`src/rtl/flagged_fifo.sv`:
```
module flagged_fifo #(
  parameter int WIDTH   = 8,
  parameter int DEPTH   = 16,
  parameter int AW      = $clog2(DEPTH),
  parameter int DEF_THR = DEPTH / 8
) (
  input  logic             clk,
  input  logic             rst_n,
  input  logic             wr_en,
  input  logic [WIDTH-1:0] wr_data,
  input  logic             rd_en,
  output logic [WIDTH-1:0] rd_data,
  input  logic             thr_load,
  input  logic [AW:0]      af_level,
  input  logic [AW:0]      ae_level,
  output logic [AW:0]      count,
  output logic             full,
  output logic             empty,
  output logic             full_early,
  output logic             empty_early,
  output logic             almost_full,
  output logic             almost_empty,
  output logic             overflow,
  output logic             underflow
);
  localparam int CW = AW + 1;

  logic [WIDTH-1:0] mem [DEPTH];
  logic [AW:0]      wp, rp;
  logic [AW:0]      af_thr, ae_thr;
  logic             do_wr, do_rd;

  assign empty = (wp == rp);
  assign full  = (wp[AW-1:0] == rp[AW-1:0]) && (wp[AW] != rp[AW]);
  assign count = wp - rp;

  assign do_rd = rd_en && !empty;
  assign do_wr = wr_en && (!full || rd_en);

  assign full_early   = (count >= CW'(DEPTH - 1));
  assign empty_early  = (count <= CW'(1));
  assign almost_full  = ({1'b0, count} + {1'b0, af_thr}) >= (CW+1)'(DEPTH);
  assign almost_empty = (count <= ae_thr);

  always_ff @(posedge clk) begin
    if (do_wr) mem[wp[AW-1:0]] <= wr_data;
  end

  always_ff @(posedge clk) begin
    if (!rst_n) begin
      wp        <= '0;
      rp        <= '0;
      rd_data   <= '0;
      overflow  <= 1'b0;
      underflow <= 1'b0;
      af_thr    <= CW'(DEF_THR);
      ae_thr    <= CW'(DEF_THR);
    end else begin
      overflow  <= wr_en && full && !rd_en;
      underflow <= rd_en && empty;
      if (do_wr) wp <= wp + CW'(1);
      if (do_rd) begin
        rp      <= rp + CW'(1);
        rd_data <= mem[rp[AW-1:0]];
      end
      if (thr_load) begin
        af_thr <= af_level;
        ae_thr <= ae_level;
      end
    end
  end
endmodule

```
`config.mk`:
```
export PLATFORM = sky130hd
export DESIGN_NAME = flagged_fifo
export DESIGN_NICKNAME = d
export VERILOG_FILES = /design/src/rtl/flagged_fifo.sv
export SDC_FILE = /design/constraint.sdc
export NUM_CORES = 1
export LEC_CHECK = 0
export ABC_AREA = 1
export BUFFER_PORTS_ARGS = -buffer_cell sky130_fd_sc_hd__buf_4
export CAP_MARGIN = 20
export CORE_ASPECT_RATIO = 1.1
export CORE_MARGIN = 1
export CORE_UTILIZATION = 40
export CTS_CLUSTER_SIZE = 25
export DETAILED_ROUTE_END_ITERATION = 8
export GPL_TIMING_DRIVEN = 1
export PLACE_DENSITY = 0.6
export SLEW_MARGIN = 20
export SYNTH_ARGS = -nofsm -noshare
export SYNTH_HDL_FRONTEND = slang
export SYNTH_SLANG_ARGS = --single-unit
```
`constraint.sdc`:
```
create_clock -name clk -period 3.7 [get_ports clk]
set_input_delay 0.37 -clock clk [delete_from_list [all_inputs] [get_ports clk]]
set_output_delay 0.37 -clock clk [all_outputs]
set_load 0.01 [all_outputs]
```
==> results of run 1 <==
[sequential cells by signal (all words and copies together), names as in the netlist]
register and flops:
af_thr 5, mem 128, wp 5, overflow 1, rd_data 8, underflow 1
ae_thr 5, rp 5
[per-stage QoR]
| stage | total power (uW) | hold WS [ns] | util [%] |
|---|---|---|---|
| floorplan | 2540 | 0.435 | - |
| global placement | 2820 | 0.460 | 44.2 |
| detailed placement | 2830 | 0.473 | 44.2 |
| CTS | 4430 | 0.156 | 47.4 |
| global route | 4590 | 0.166 | 47.4 |
| finish | 4400 | 0.170 | 47.4 |
[synthesized netlist by cell type, drive strengths merged, types with 2 or more instances]
cell	count	share of area, %
nand2	198	11
edfxtp	128	54
inv	107	5.7
nand3	106	7.8
nor2	40	2.2
dfxtp	30	8.5
a21oi	29	2.1
o21ai	23	1.6
buf	21	1.6
ha	16	2.8
clkbuf	9	0.48
nor3	7	0.49
xor2	6	0.74
a31oi	2	0.18
clkinv	2	0.11
[report_power, final]
| part | internal (uW) | switching [uW] | total [uW] |
|---|---|---|---|
| logic | 274 | 520 | 794 |
| registers | 1970 | 27.1 | 2000 |
| clock network | 933 | 680 | 1610 |
[logic make-up (layout without fill, tap and decap cells)]
group | count (synthesis) | count (layout) | synth area share, %
XOR/XNOR | 6 | 6 | 0.742
buffers and inverters | 139 | 192 | 7.91
AO/OA/AOI/OAI | 54 | 54 | 3.90
adder cells (fa/ha/maj) | 17 | 17 | 3.11
AND/OR/NAND/NOR | 353 | 353 | 21.6
flip-flops | 158 | 158 | 62.7
[worst max-delay path, delay by kind of cell, from the launching register on]
kind / cells / cell delay, ns
flip-flops: 1 / 0.60
buffers and inverters: 2 / 0.41
AND/OR/NAND/NOR: 4 / 0.26
XOR/XNOR: 1 / 0.38
adder cells (fa/ha/maj): 2 / 0.79
AO/OA/AOI/OAI: 1 / 0.17
[path summary, 6_finish.rpt]
path / from / endpoint / slack, ns / depth (start not counted)
worst max-delay path: rp[2] / almost_empty / 0.30 / 10
worst min-delay path: af_level[1] / af_thr[1] / 0.17 / 3
worst max register to register: rp[2] / mem[4][3] / 0.74 / 9
worst min register to register: af_thr[1] / af_thr[1] / 0.48 / 2
[per-layer routing]
layer,track usage (%),vias to the layer above,routed length [um]
li1,-,2461,-
met5,0,-,0
met2,30.9,156,7880
met3,4.07,36,753
met1,24.5,2367,7190
met4,10.2,0,546
[layout make-up]
class / count / area share, %
inverter: 109 / 5.06
sequential: 158 / 54.5
clock buffer: 23 / 6.00
multi-input combinational: 430 / 25.5
timing repair buffer: 51 / 4.69
tap: 234 / 3.59
clock inverter: 9 / 0.690
==> impl_metrics.tcl, run 1 <==
set metrics [dict create \
    start_kind "flop" \
    synth_area_um2 7080 \
    crit_fanout 12 \
    worstSetupPathType "flop to output pin" \
    period_needed_ns 3.40 \
    multi_input_area_um2 2080 \
    ys_seq_elements 158 \
    cts_buffer_depth 2 \
    status "finished clean" \
    leakagePower_uw 0.00346 \
    antenna_cells 0 \
    post_cts_buffers 0 \
    dr.pass1.iters 5 \
    finalHoldViolCount 0 \
    gr-usage-all-layers_pct 19.3 \
    cts_resized 0 \
    final_max_slew_viol_count 0 \
    dp.cells 982 \
    critPathMaxStageDelay_ns 0.60 \
    fill_cells 1584 \
    syn_area_per_cell_um2 9.74 \
    dpl_cell_area_um2 7610 \
    synth_flop_cell "edfxtp_1" \
    syn_to_final_growth_pct 15.2 \
    final_cell_mix "nand2_1 (190), edfxtp_1 (128), inv_1 (103)" \
    cpMostUsedCell "nand2_1" \
    p_per_area_nw_per_um2 540 \
    cap_violations 0 \
    register_area_um2 4450 \
    cts_tree "built" \
    stdcell_area_um2 8160 \
    worstSkewPairLatency_ns 0.42 \
    drive_above_1_share_pct 12.7 \
    wire_per_inst_um 16.1 \
    core_um2 17200 \
    drcViolationCount 0 \
    via_count 5020 \
    die_area_um2 18200 \
    dp_slack_ns 0.779 \
    num_rows 50 \
    htree_levels 4 \
    gp_congestion 0.817 \
    synth_seq_area_share_pct 62.7 \
    fin_setup_tns_ns 0 \
    die_w_um 129 \
    end_kind "output pin" \
    grt_pass1_vias 4936 \
    syn-instance-count 727 \
    cts_hold_buf 0 \
    rsz0062_at_grt "false" \
    hold_class "input pin to flop" \
    peakVddDrop_uv 340 \
    drtAntennaViolNets 0 \
    tightestPinTransition_ns 0.941 \
    hpwl_um 10800 \
    synth_fp_nets 767 \
    slew_headroom_pct 37.2 \
    grt_max_degree 68 \
    final_cells 1014 \
    post-route-period-util_pct 91.9 \
    drtIter0Drc 457 \
    avgViaCountPerCell 4.95 \
    antenna_found_initial 0 \
    clkSinkCount 158 \
    layout_commonest_cell "nand2_1" \
    synth-edff-count 128 \
    grt_pass1_wl_um 25900 \
    io_pins 44 \
    numCtsBuffers 17 \
    gr-total-overflow 0 \
    slowest_stage "dfxtp_1" \
    synth_async_sr_flop_share_pct 0 \
    setup-violations-final 0 \
    yosys.cell_types.count 27 \
    ys_warn_count 0 \
    skew_ns 0.00956 \
    worstPathCellList "inv_1, ha_1, xor2_1, ha_1, a31oi_1, nand2_1, nand2_1, nand3_1, nand2_1, buf_4" \
    path_clk_slew_ns 0.06 \
    wirelength_um 16400 \
    clockRootBuffer "clkbuf_16" \
    fin_ws_ns 0.301 \
    cp.required_ns 3.33 \
    max_freq_ghz 0.294 \
    nets 807 \
    port_buffers 43 \
    die_h_um 142 \
    start_util_pct 41.2 \
    cp.arrival_ns 3.03 \
]
No activity file was read; power rests on OpenSTA's default activity.
==> run 2, diff against run 1 <==
==> constraint.sdc (replaced) <==
create_clock -name clk -period 3.6 [get_ports clk]
set_input_delay 0.36 -clock clk [delete_from_list [all_inputs] [get_ports clk]]
set_output_delay 0.36 -clock clk [all_outputs]
set_load 0.01 [all_outputs]
==> run 2 against run 1 <==
Effect of this change: sequential cell count stayed put; routed wire length is 2.4% lower; largest cell class unchanged; worst hold slack worse by 0.017 ns; first-iteration DRC count is 2.0% higher; critical endpoint unchanged; register-to-register slack hardly changed; final cell count hardly changed; power is 5.2% higher; combinational power is 2.9% higher.
==> impl_metrics.tcl, run 2 (synthesized netlist as in run 1, its figures left out) <==
set metrics [dict create \
    status "finished clean" \
    cts_hold_buf 0 \
    core_um2 17200 \
    stdcell_area_um2 8210 \
    drtAntennaViolNets 0 \
    dpl_cell_area_um2 7600 \
    tightestPinTransition_ns 0.922 \
    die_w_um 129 \
    gp_congestion 0.846 \
    drcViolationCount 0 \
    cts_resized 0 \
    num_rows 50 \
    cap_violations 0 \
    syn_to_final_growth_pct 15.9 \
    clkSinkCount 158 \
    skew_ns 0.00850 \
    final_max_slew_viol_count 0 \
    gr-usage-all-layers_pct 18.9 \
    multi_input_area_um2 2080 \
    fill_cells 1585 \
    crit_end "almost_empty" \
    start_kind "flop" \
    wire_per_inst_um 15.8 \
    nets 806 \
    peakVddDrop_uv 298 \
    post_cts_buffers 0 \
    io_pins 44 \
    largest_reg_flops 128 \
    clockRootBuffer "clkbuf_16" \
    drtIter0Drc 466 \
    drive_above_1_share_pct 12.8 \
    worstSetupPathType "flop to output pin" \
    avgViaCountPerCell 4.96 \
    fin_ws_ns 0.393 \
    antenna_cells 0 \
    register_area_um2 4450 \
    hpwl_um 10600 \
    hold_class "input pin to flop" \
    via_count 5022 \
    die_h_um 142 \
    dr.pass1.iters 5 \
    die_area_um2 18200 \
    numCtsBuffers 17 \
    dp_slack_ns 0.861 \
    fin_setup_tns_ns 0 \
    setup.worst_path.start "wp[0]" \
    timing.rr.end "rd_data[3]" \
    postLayoutCoreUtil_pct 47.7 \
    setup-violations-final 0 \
    reg2reg_slack_ns 0.75 \
    grt_max_degree 68 \
    end_kind "output pin" \
    crit_fanout 5 \
    grt_pass1_wl_um 25400 \
    worstSkewPairLatency_ns 0.42 \
    reg2reg_from "rp[0]" \
    reg2reg_depth 8 \
    slew_headroom_pct 38.4 \
    antenna_found_initial 0 \
    gr-total-overflow 0 \
    rsz0062_at_grt "false" \
    layout_commonest_cell "nand2_1" \
    htree_levels 4 \
    cp.arrival_ns 2.85 \
    cts_tree "built" \
    cp.required_ns 3.24 \
    start_util_pct 41.2 \
    post-route-period-util_pct 89.1 \
    leakagePower_uw 0.00347 \
    max_freq_ghz 0.312 \
    wirelength_um 16000 \
    port_buffers 43 \
    finalHoldViolCount 0 \
    final_cell_mix "nand2_1 (190), edfxtp_1 (128), inv_1 (103)" \
    grt_pass1_vias 4878 \
    p_per_area_nw_per_um2 565 \
    cts_buffer_depth 2 \
    path_clk_slew_ns 0.06 \
    period_needed_ns 3.21 \
]
-- run 2: cell types whose count changed in the layout (fill, tap and decap cells not counted) --
cell        previous run  this run
clkinv_4               1         3
clkinv_2               5         4
clkinvlp_4             0         3
buf_4                 51        50
inv_4                  4         1
clkbuf_8               2         0
clkbuf_16             18        21
clkbuf_1               3         1
-- run 2: power breakdown --
group	internal [uW]	switching, uW
Clock	1050	716
Combinational	282	534
Sequential	2020	28.2
-- run 2: worst min path at each step --
stage / startpoint / end / slack [ns] / depth (start not counted)
after floorplan: af_thr[1] / af_thr[1] / 0.44 / 2
after global placement: ae_thr[1] / ae_thr[1] / 0.46 / 2
after detailed placement: af_thr[1] / af_thr[1] / 0.46 / 2
after CTS: af_level[1] / af_thr[1] / 0.14 / 3
after global routing: ae_level[4] / ae_thr[4] / 0.15 / 3
final: af_level[1] / af_thr[1] / 0.15 / 3
-- run 2: worst max-delay path: stages (launching register included) --
cell and delay, ns:
dfxtp_1 0.35, inv_1 0.13, ha_1 0.15, inv_1 0.06, fa_1 0.39, xor2_1 0.42, ha_1 0.35, a31oi_1 0.17
nand2_1 0.07, nand2_1 0.06, nand3_1 0.08, nand2_1 0.08, buf_4 0.11
-- run 2: final cells by class --
type                    count  share of cell area (%)
flip-flops and latches    158                    54.2
multi-input cells         430                    25.3
clock buffers              22                    6.45
inverters                 109                    5.03
repair buffers             50                    4.57
well taps                 234                    3.57
clock inverters            10                   0.884
-- run 2: metal layers --
metal / up-vias / wire length, um / global-route usage, %
met5: - / 0 / 0
met4: 0 / 352 / 7.31
met3: 28 / 677 / 3.92
met2: 145 / 8050 / 32.5
met1: 2389 / 6910 / 23.1
li1: 2460 / - / -
-- run 2: metrics by stage --
step / hold slack, ns / total power (uW) / cells
after floorplan: 0.435 / 2610 / 727
after global placement: 0.464 / 2900 / 981
after detailed placement: 0.458 / 2910 / 981
after CTS: 0.138 / 4670 / 1013
after global routing: 0.152 / 4830 / 1013
final: 0.153 / 4630 / 1013
